--- src/rtl/busm_pkg.sv ---
package busm_pkg;

    parameter int ADDR_W = 16;
    parameter int DATA_W = 8;
    parameter int SIZE_W = 2;
    parameter int ID_W   = 8;
    parameter int DLY_W  = 4;

    typedef enum logic [1:0] {
        DIR_NOP  = 2'd0,
        DIR_RD   = 2'd1,
        DIR_WR   = 2'd2,
        DIR_RSVD = 2'd3
    } busm_dir_e;

    typedef enum logic [2:0] {
        ST_IDLE,
        ST_DELAY,
        ST_ARB,
        ST_ADDR,
        ST_DFIX,
        ST_DATA,
        ST_RESP
    } busm_state_e;

    typedef struct packed {
        logic [ID_W-1:0]   id;
        logic [ADDR_W-1:0] addr;
        busm_dir_e         dir;
        logic [DATA_W-1:0] wdata;
        logic [SIZE_W-1:0] size;
    } busm_cmd_t;

    function automatic logic dir_uses_bus(busm_dir_e d);
        return (d == DIR_RD) || (d == DIR_WR);
    endfunction

endpackage

--- src/rtl/busm_cmd_buf.sv ---
module busm_cmd_buf
    import busm_pkg::*;
(
    input  logic      clk,
    input  logic      rst,
    input  logic      load,
    input  busm_cmd_t cmd_in,
    output busm_cmd_t cmd_q
);

    always_ff @(posedge clk) begin
        if (rst) begin
            cmd_q <= '0;
        end else if (load) begin
            cmd_q <= cmd_in;
        end
    end

endmodule

--- src/rtl/busm_delay_timer.sv ---
module busm_delay_timer #(
    parameter int CNT_W = 4
) (
    input  logic             clk,
    input  logic             rst,
    input  logic             load,
    input  logic [CNT_W-1:0] load_val,
    input  logic             dec,
    output logic             last
);

    logic [CNT_W-1:0] cnt;

    always_ff @(posedge clk) begin
        if (rst) begin
            cnt <= '0;
        end else if (load) begin
            cnt <= load_val;
        end else if (dec && cnt != '0) begin
            cnt <= cnt - 1'b1;
        end
    end

    assign last = (cnt == CNT_W'(1));

endmodule

--- src/rtl/busm_wait_watch.sv ---
module busm_wait_watch #(
    parameter int WAIT_TIMEOUT = 8
) (
    input  logic clk,
    input  logic rst,
    input  logic clr,
    input  logic hit,
    output logic expired
);

    localparam int TO_W = $clog2(WAIT_TIMEOUT + 2);

    logic [TO_W-1:0] wcnt;

    always_ff @(posedge clk) begin
        if (rst || clr) begin
            wcnt <= '0;
        end else if (hit && !expired) begin
            wcnt <= wcnt + 1'b1;
        end
    end

    assign expired = (wcnt == TO_W'(WAIT_TIMEOUT));

    always_ff @(posedge clk) begin
        if (!rst) begin
            AST_WCNT_BOUND: assert (wcnt <= TO_W'(WAIT_TIMEOUT));
        end
    end

endmodule

--- src/rtl/busm_ctrl_fsm.sv ---
module busm_ctrl_fsm
    import busm_pkg::*;
(
    input  logic              clk,
    input  logic              rst,
    input  logic              accept,
    input  busm_dir_e         in_dir,
    input  logic              in_delay_zero,
    input  busm_dir_e         cur_dir,
    input  logic              dly_last,
    input  logic              wait_expired,
    input  logic              bus_gnt,
    input  logic              bus_wait,
    input  logic [DATA_W-1:0] bus_rdata,
    output busm_state_e       st,
    output logic [DATA_W-1:0] rdata_q,
    output logic              err_q
);

    busm_state_e nxt;

    always_comb begin
        nxt = st;
        unique case (st)
            ST_IDLE: begin
                if (accept) begin
                    if (!dir_uses_bus(in_dir)) nxt = ST_RESP;
                    else if (!in_delay_zero)   nxt = ST_DELAY;
                    else                       nxt = ST_ARB;
                end
            end
            ST_DELAY: if (dly_last) nxt = ST_ARB;
            ST_ARB:   if (bus_gnt)  nxt = ST_ADDR;
            ST_ADDR:  nxt = ST_DFIX;
            ST_DFIX:  nxt = ST_DATA;
            ST_DATA:  if (!bus_wait || wait_expired) nxt = ST_RESP;
            ST_RESP:  nxt = ST_IDLE;
            default:  nxt = ST_IDLE;
        endcase
    end

    always_ff @(posedge clk) begin
        if (rst) begin
            st <= ST_IDLE;
        end else begin
            st <= nxt;
        end
    end

    always_ff @(posedge clk) begin
        if (rst) begin
            rdata_q <= '0;
            err_q   <= 1'b0;
        end else if (st == ST_IDLE && accept) begin
            rdata_q <= '0;
            err_q   <= 1'b0;
        end else if (st == ST_DATA) begin
            if (!bus_wait) begin
                rdata_q <= (cur_dir == DIR_RD) ? bus_rdata : '0;
            end else if (wait_expired) begin
                err_q <= 1'b1;
            end
        end
    end

    AST_GNT_TO_ADDR: assert property (@(posedge clk) disable iff (rst)
        (st == ST_ARB && bus_gnt) |=> (st == ST_ADDR));
    AST_DFIX_IGNORES_WAIT: assert property (@(posedge clk) disable iff (rst)
        (st == ST_DFIX) |=> (st == ST_DATA));
    AST_WAIT_HOLDS: assert property (@(posedge clk) disable iff (rst)
        (st == ST_DATA && bus_wait && !wait_expired) |=> (st == ST_DATA));

endmodule

--- src/rtl/busm_xfer_engine.sv ---
module busm_xfer_engine
    import busm_pkg::*;
#(
    parameter int MASTER_IDX   = 0,
    parameter int MIDX_W       = 2,
    parameter int WAIT_TIMEOUT = 8
) (
    input  logic              clk,
    input  logic              rst,
    input  logic              cmd_valid,
    output logic              cmd_ready,
    input  logic [ID_W-1:0]   cmd_id,
    input  logic [ADDR_W-1:0] cmd_addr,
    input  logic [1:0]        cmd_dir,
    input  logic [DATA_W-1:0] cmd_wdata,
    input  logic [SIZE_W-1:0] cmd_size,
    input  logic [DLY_W-1:0]  cmd_delay,
    output logic              rsp_valid,
    output logic [ID_W-1:0]   rsp_id,
    output logic [MIDX_W-1:0] rsp_master,
    output logic [DATA_W-1:0] rsp_rdata,
    output logic              rsp_error,
    output logic              bus_req,
    input  logic              bus_gnt,
    output logic              bus_addr_phase,
    output logic [ADDR_W-1:0] bus_addr,
    output logic [1:0]        bus_dir,
    output logic [SIZE_W-1:0] bus_size,
    output logic              bus_data_phase,
    output logic [DATA_W-1:0] bus_wdata,
    input  logic [DATA_W-1:0] bus_rdata,
    input  logic              bus_wait
);

    busm_state_e st;
    busm_cmd_t   cmd_in;
    busm_cmd_t   cmd_q;
    logic        accept;
    logic        dly_last;
    logic        wait_expired;

    assign cmd_ready = (st == ST_IDLE);
    assign accept    = cmd_valid && cmd_ready;

    always_comb begin
        cmd_in       = '0;
        cmd_in.id    = cmd_id;
        cmd_in.addr  = cmd_addr;
        cmd_in.dir   = busm_dir_e'(cmd_dir);
        cmd_in.wdata = cmd_wdata;
        cmd_in.size  = cmd_size;
    end

    busm_cmd_buf u_cmd_buf (
        .clk    (clk),
        .rst    (rst),
        .load   (accept),
        .cmd_in (cmd_in),
        .cmd_q  (cmd_q)
    );

    busm_delay_timer #(.CNT_W(DLY_W)) u_delay (
        .clk      (clk),
        .rst      (rst),
        .load     (accept),
        .load_val (cmd_delay),
        .dec      (st == ST_DELAY),
        .last     (dly_last)
    );

    busm_wait_watch #(.WAIT_TIMEOUT(WAIT_TIMEOUT)) u_watch (
        .clk     (clk),
        .rst     (rst),
        .clr     (st == ST_DFIX),
        .hit     ((st == ST_DATA) && bus_wait),
        .expired (wait_expired)
    );

    busm_ctrl_fsm u_fsm (
        .clk           (clk),
        .rst           (rst),
        .accept        (accept),
        .in_dir        (busm_dir_e'(cmd_dir)),
        .in_delay_zero (cmd_delay == '0),
        .cur_dir       (cmd_q.dir),
        .dly_last      (dly_last),
        .wait_expired  (wait_expired),
        .bus_gnt       (bus_gnt),
        .bus_wait      (bus_wait),
        .bus_rdata     (bus_rdata),
        .st            (st),
        .rdata_q       (rsp_rdata),
        .err_q         (rsp_error)
    );

    assign bus_req        = (st == ST_ARB);
    assign bus_addr_phase = (st == ST_ADDR);
    assign bus_data_phase = (st == ST_DFIX) || (st == ST_DATA);
    assign bus_addr       = bus_addr_phase ? cmd_q.addr : '0;
    assign bus_dir        = bus_addr_phase ? cmd_q.dir  : DIR_NOP;
    assign bus_size       = bus_addr_phase ? cmd_q.size : '0;
    assign bus_wdata      = (bus_data_phase && cmd_q.dir == DIR_WR) ? cmd_q.wdata : '0;

    assign rsp_valid  = (st == ST_RESP);
    assign rsp_id     = cmd_q.id;
    assign rsp_master = MIDX_W'(MASTER_IDX);

    AST_RSP_ONE_CYCLE: assert property (@(posedge clk) disable iff (rst)
        rsp_valid |=> (!rsp_valid && cmd_ready));
    AST_BUSY_NOT_READY: assert property (@(posedge clk) disable iff (rst)
        accept |=> !cmd_ready);
    AST_REQ_HELD: assert property (@(posedge clk) disable iff (rst)
        (bus_req && !bus_gnt) |=> bus_req);
    AST_REQ_DROPS: assert property (@(posedge clk) disable iff (rst)
        (bus_req && bus_gnt) |=> (!bus_req && bus_addr_phase));
    AST_ADDR_SINGLE: assert property (@(posedge clk) disable iff (rst)
        bus_addr_phase |=> (!bus_addr_phase && bus_data_phase));
    AST_NOP_SKIPS_BUS: assert property (@(posedge clk) disable iff (rst)
        (accept && !dir_uses_bus(busm_dir_e'(cmd_dir))) |=> (rsp_valid && !rsp_error));
    AST_READ_CAPTURE: assert property (@(posedge clk) disable iff (rst)
        (st == ST_DATA && !bus_wait && cmd_q.dir == DIR_RD)
        |=> (rsp_valid && !rsp_error && rsp_rdata == $past(bus_rdata)));
    AST_TIMEOUT_ERR: assert property (@(posedge clk) disable iff (rst)
        (st == ST_DATA && bus_wait && wait_expired) |=> (rsp_valid && rsp_error));

endmodule

--- config.mk ---
export PLATFORM = sky130hd
export DESIGN_NAME = busm_xfer_engine
export DESIGN_NICKNAME = d
export VERILOG_FILES = /design/src/rtl/busm_pkg.sv /design/src/rtl/busm_cmd_buf.sv /design/src/rtl/busm_delay_timer.sv /design/src/rtl/busm_wait_watch.sv /design/src/rtl/busm_ctrl_fsm.sv /design/src/rtl/busm_xfer_engine.sv
export SDC_FILE = /design/constraint.sdc
export NUM_CORES = 1
export LEC_CHECK = 0
export CORE_MARGIN = 1
export CORE_UTILIZATION = 45
export CTS_BUF_LIST = sky130_fd_sc_hd__clkbuf_16
export DETAILED_ROUTE_END_ITERATION = 12
export DONT_BUFFER_PORTS = 1
export GPL_ROUTABILITY_DRIVEN = 0
export SLEW_MARGIN = 20
export SYNTH_ARGS = -nofsm -noshare
export SYNTH_HDL_FRONTEND = slang
export SYNTH_HIERARCHICAL = 1
export SYNTH_SLANG_ARGS = --single-unit
export TNS_END_PERCENT = 5
--- constraint.sdc ---
create_clock -name clk -period 1.7 [get_ports clk]
set_input_delay 0.17 -clock clk [delete_from_list [all_inputs] [get_ports clk]]
set_output_delay 0.17 -clock clk [all_outputs]
set_load 0.05 [all_outputs]
; ---- Word level (Yosys, flattened, before mapping)
; Cells that the tools add are included.
[word_totals]
ff_bits = 56
in_bits = 53
output_inout_bits = 52
wordCells = 63
[op_classes]
addsub = 2
n_eq_ne = 16
mux = 14
bitwise = 1
reduce_logical = 20
[op_table]
columns = cell, count
row1 = 3-bit one-hot mux with 6 select lines, 1
row2 = 16-bit 2-to-1 mux, 1
row3 = 8-bit 2-to-1 mux, 2
row4 = 3-bit 2-to-1 mux, 5
row5 = "3-bit == test, second input constant", 3
row6 = 4-bit 2-to-1 mux, 2
row7 = "3-bit by 2-bit == test with 1-bit output, second input constant", 2
row8 = 1-bit logical AND, 6
row9 = 2-bit 2-to-1 mux, 3
row10 = "2-bit by 1-bit inequality test with 1-bit output, second input constant", 3
row11 = "4-bit by 1-bit adder with 4-bit output, second input constant", 1
row12 = "2-bit by 1-bit == test with 1-bit output, second input constant", 2
row13 = "2-bit == test, second input constant", 2
row14 = "4-bit by 1-bit == test with 1-bit output, second input constant", 1
row15 = "4-bit == test, second input constant", 1
row16 = 4-bit zero test, 1
row17 = 1-bit logical OR, 4
row18 = 4-bit AND reduction, 1
row19 = 4-bit nonzero test, 1
row20 = "4-bit by 1-bit subtractor with 4-bit output, second input constant", 1
row21 = "3-bit by 1-bit == test with 1-bit output, second input constant", 1
row22 = 3-bit zero test, 1
row23 = 3-bit AND reduction, 1
row24 = 1-bit zero test, 2
row25 = 5 further kinds, 5

; ---- Logic depth before layout (Yosys ltp)
[logic_depth]
word_depth = 5
depth_mapped = 7
mapped_depth_nobuf = 7

; ---- Modules after synthesis
; The synthesis kept the hierarchy.
[modules_own_cells]
columns = mod, instances, cells_per_inst, area_per_inst_um2, seq_area_each_um2
row1 = busm_cmd_buf, 1, 116, 1306.3, 720.7
row2 = busm_ctrl_fsm, 1, 69, 580.6, 240.2
row3 = busm_xfer_engine, 1, 44, 297.8, 0.0
row4 = busm_delay_timer, 1, 33, 286.5, 80.1
row5 = busm_wait_watch, 1, 25, 224.0, 80.1

; ---- Worst setup path before layout
; Ideal clock, no wire load.
[synth_timing]
path_kind = register to register
startpoint = register u_fsm.st[0]
endpoint = register u_delay.cnt[0]
setup_ns = 0.127
arrival_time_ns = 2.780
required_ns = 1.573
path_slack_ns = -1.207
stages_incl_launch_ff = 7
path_buffers = 1
period_less_slack_ns = 2.907
path_cell_list = dfxtp_1 > nor3_1 > and2_1 > clkbuf_1 > nor3_1 > and3_1 > or3_1
[synth_between]
elab_chain_cells = 3
elab_cells_between_ends = 6
classes_between = eq/ne: 1 / mux: 1 / reduce/logical: 4
[synth_lines]
columns = item, line
row1 = start: declaration, busm_ctrl_fsm.sv:15  ; output busm_state_e st,
row2 = start signal: assignment, busm_ctrl_fsm.sv:46  ; st <= nxt;
row3 = 3-bit zero test *, busm_xfer_engine.sv:42  ; assign cmd_ready = (st == ST_IDLE);
row4 = via cmd_ready, busm_xfer_engine.sv:11  ; output logic cmd_ready,
row5 = 1-bit logical AND *, busm_xfer_engine.sv:43  ; assign accept = cmd_valid && cmd_ready;
row6 = via accept, busm_xfer_engine.sv:38  ; logic accept;
row7 = 4-bit 2-to-1 mux / 2-bit nonzero test (equally long branches), -
row8 = end signal: assignment, busm_delay_timer.sv:18  ; cnt <= load_val;
row9 = end signal: assignment, busm_delay_timer.sv:20  ; cnt <= cnt - 1'b1;
row10 = end: declaration, busm_delay_timer.sv:12  ; logic [CNT_W-1:0] cnt;
; Mark *: on every way through the listed nets, which the timed path passes. The rest lies on a longest branch.
; A chain may end at the register's enable or synchronous reset.

; ---- Final worst setup path
[layout_timing]
startpoint = register u_delay.cnt[0]
endpoint = register u_delay.cnt[0]
[layout_between]
elab_chain_cells = 3
elab_cells_between_ends = 6
classes_between = add/sub: 1 / mux: 2 / reduce/logical: 3
[layout_lines]
columns = item, line
row1 = 4-bit by 1-bit subtractor with 4-bit output / 4-bit nonzero test (equally long branches), "busm_delay_timer.sv:20, busm_delay_timer.sv:19"
row2 = 4-bit 2-to-1 mux / 1-bit logical AND (equally long branches), busm_delay_timer.sv:19  ; end else if (dec && cnt != '0) begin
row3 = 4-bit 2-to-1 mux / 2-bit nonzero test (equally long branches), -
; Parallel ways exist; a longest one is shown, timed or not. The select of a mux whose other input is x is not followed.

==> flow_metrics.env <==
export IMPL_worstPathArrival_ns=1.82
export IMPL_fill_cells=468
export IMPL_multi_input_area_sq_um=1408
export IMPL_antenna_cells=0
export IMPL_synth_seq_cells=56
export IMPL_worstSetupPathType="reg2reg"
export IMPL_overflow=0
export IMPL_syn_to_final_growth_pct=26.32
export IMPL_clock_latency_ns=0.29
export IMPL_ir_drop_mv=0.6424
export IMPL_rr_startpoint="u_delay/cnt[0]"
export IMPL_rows=27
export IMPL_synth_top_area_frac=0.4160
export IMPL_die_area_sq_um=6303
export IMPL_grt_pass1_wl_um=9059
export IMPL_die_h_um=79.39
export IMPL_finClkSkew_ns=0.007086
export IMPL_synth_seq_area_share=0.4160
export IMPL_dr_total_vias=2069
export IMPL_cpPeakStageDelay_ns=0.42
export IMPL_wl_per_cell_um=14.25
export IMPL_start_util=0.4777
export IMPL_htreeDepth=2
export IMPL_slowest_stage="or3b_4"
export IMPL_route_detailed_drc=0
export IMPL_drv_slew=0
export IMPL_antenna_found_initial=0
export IMPL_post_layout_total_power_w=0.004423
export IMPL_power_density_nw_per_um2=1299
export IMPL_crit_required_ns=1.87
export IMPL_met2_length_um=2599
export IMPL_grt_max_degree=42
export IMPL_cp_cell_sequence="inv_2 -> ha_2 -> or3b_4 -> and3_1 -> or3_1"
export IMPL_grt_pass1_vias=2002
export IMPL_cts_buffers=5
export IMPL_p_leak_nw=1.368
export IMPL_path_max_fanout=6
export IMPL_fin_area_sq_um=3405
export IMPL_cts_sinks=56
export IMPL_place_port_buffers=0
export IMPL_nets=375
export IMPL_cap_violations=0
export IMPL_final_seq_area_sq_um=1130
export IMPL_tightest_slew_ns=0.5266
export IMPL_synth_area_sq_um=2695
export IMPL_drtIter0Drc=68
export IMPL_hp_start="rst"
export IMPL_hold_class="in2reg"
export IMPL_syn_inst=287
export IMPL_synth_edf_count=0
export IMPL_r2r_cells=5
export IMPL_via_per_inst=5.305
export IMPL_cts_root_buf="clkbuf_16"
export IMPL_hold_path_depth=2
export IMPL_async_flop_share=0
export IMPL_finalCritPeriodShare=0.9717
export IMPL_wl_um=5556
export IMPL_gr_usage_all_layers=0.1799
export IMPL_route_antenna_remaining_nets=0
export IMPL_rsz0062_at_grt="false"
export IMPL_placed_area_sq_um=3218
export IMPL_status="finished clean"
export IMPL_synth_cell_types=53
export IMPL_cts_tree="built"
export IMPL_drive_gt1_frac=0.2170
export IMPL_fmax_mhz=605.4
export IMPL_slew_headroom=0.6484
export IMPL_start_kind="flop"
export IMPL_firstDrtPassIters=4
export IMPL_r2r_end="u_delay/cnt[0]"
export IMPL_setup_tns_ns=0
export IMPL_synth_warnings=6
export IMPL_timing_final_hold_violations=0
export IMPL_synth_ff_type="dfxtp_1"
export IMPL_finalSetupViolCount=0
export IMPL_yosysTopAreaCell="dfxtp_1"
export IMPL_wl_met3_um=438
export IMPL_hold_end="u_fsm/st[0]"
export IMPL_die_w_um=79.39
export IMPL_cp_end_kind="flop"
export IMPL_syn_avg_cell_area_sq_um=9.391
export IMPL_met1_length_um=2478
export IMPL_ff2ff_setup_slack_ns=0.05
export IMPL_core_sq_um=5642
export IMPL_ios=105
export IMPL_final_core_util=0.6035
export IMPL_finalCriticalPeriod_ns=1.652
export IMPL_ys_top_cells_by_area="dfxtp_1 42%, mux2i_1 14%, and2_1 6.7%"
export IMPL_hpwlAfterDp_um=4018
export IMPL_highest_layer="met4"
export IMPL_clk_path_buf_depth=2
export IMPL_path_clk_slew_ns=0.07
-- flip-flops by register name, summed over array words and instances, names as in the netlist --
signal	cells
u_fsm/st	3
u_cmd_buf/cmd_q	36
u_watch/wcnt	4
u_fsm/rdata_q	8
u_fsm/err_q	1
u_delay/cnt	4
-- layout by cell type, fill, tap and decap left out, types with 6 or more instances in the layout --
master / Yosys / layout
and2_1: 29 / 28
dfxtp_1: 56 / 53
a21oi_1: 10 / 10
buf_12: 3 / 23
inv_1: 8 / 6
mux2i_1: 37 / 37
nand2_1: 14 / 14
nand3_1: 10 / 10
nor2_1: 41 / 41
buf_4: 2 / 18
-- cells in the mapped netlist, types with 2 or more instances --
library cell	number
buf_6	5
a21oi_1	10
and3_1	2
nand3_1	10
nor3b_1	4
buf_2	5
and2_1	29
or3_1	2
nand2_1	14
o21ai_0	2
inv_1	8
nor3_1	6
and3b_1	2
ha_1	4
mux2i_1	37
dfxtp_1	56
nor2b_1	6
clkbuf_1	3
a31oi_1	2
buf_4	2
or4_1	2
nor2_1	41
buf_12	3
a21boi_0	2
a2111oi_2	2
-- worst max-delay path by stage --
stage,startpoint,end,depth (start not counted)
after floorplan,u_fsm/st[2],u_delay/cnt[0],6
after global placement,u_delay/cnt[1],u_delay/cnt[0],5
after detailed placement,u_delay/cnt[1],u_delay/cnt[0],5
after CTS,u_delay/cnt[1],u_delay/cnt[0],5
after global routing,u_fsm/st[1],bus_addr[15],4
final,u_delay/cnt[0],u_delay/cnt[0],5
-- power by group --
group	switching [W]	internal [W]	total, W
logic	0.000833	0.000695	0.00153
registers	0.000349	0.00158	0.00193
clock network	0.000435	0.000536	0.000971
total	0.00162	0.00281	0.00442
-- final cells by class --
class,instances,area share
Inverter,9,0.009923
Clock inverter,2,0.003308
Timing Repair Buffer,42,0.1782
Sequential cell,56,0.3319
Clock buffer,5,0.03675
Multi-Input combinational cell,204,0.4135
Tap cell,72,0.02646
-- repair_timing --
action | in CTS | in global routing
setup buffers | 0 | 2
endpoints found under the setup margin | 20 | 22
gates cloned | 0 | 0
endpoints found under the hold margin | 41 | 0
hold buffers | 1 | 0
resized for setup | 1 | 6
-- metal layers --
metal / vias to the layer above / track usage
li1: 1042 / -
met1: 945 / 0.2217
met2: 78 / 0.3103
met3: 4 / 0.04000
met4: 0 / 0.05636
met5: - / 0
-- stage by stage --
stage | cells | setup WS [ns] | hold slack (ns)
finish | 390 | 0.04814 | 0.02142
global route | 390 | 0.003209 | 0.02288
CTS | 388 | 0.03233 | 0.01038
detailed placement | 380 | 0.05290 | 0.2501
global placement | 380 | 0.1221 | 0.2496
floorplan | 288 | -0.1859 | 0.2412
-- cells by family (layout without fill, tap and decap cells) --
kind of cell             count (synthesis)  in the layout  share of synthesized area
buffers and inverters                   28             58                    0.07613
AO/OA/AOI/OAI                           30             30                    0.08218
XOR/XNOR                                 2              2                   0.006501
other                                    1              2                   0.001391
multiplexers                            37             37                     0.1374
AND/OR/NAND/NOR                        129            129                     0.2618
flip-flops                              56             56                     0.4160
adder cells (fa/ha/maj)                  4              4                    0.01857
-- worst max-delay path: cells and delay by family, from the launching register on --
kind                       cells  cell delay, ns
adders and majority gates      1            0.18
buffers and inverters          1            0.09
DFF                            1            0.35
and+or+nand+nor                3            0.91
(Power assumes the default switching activity.)
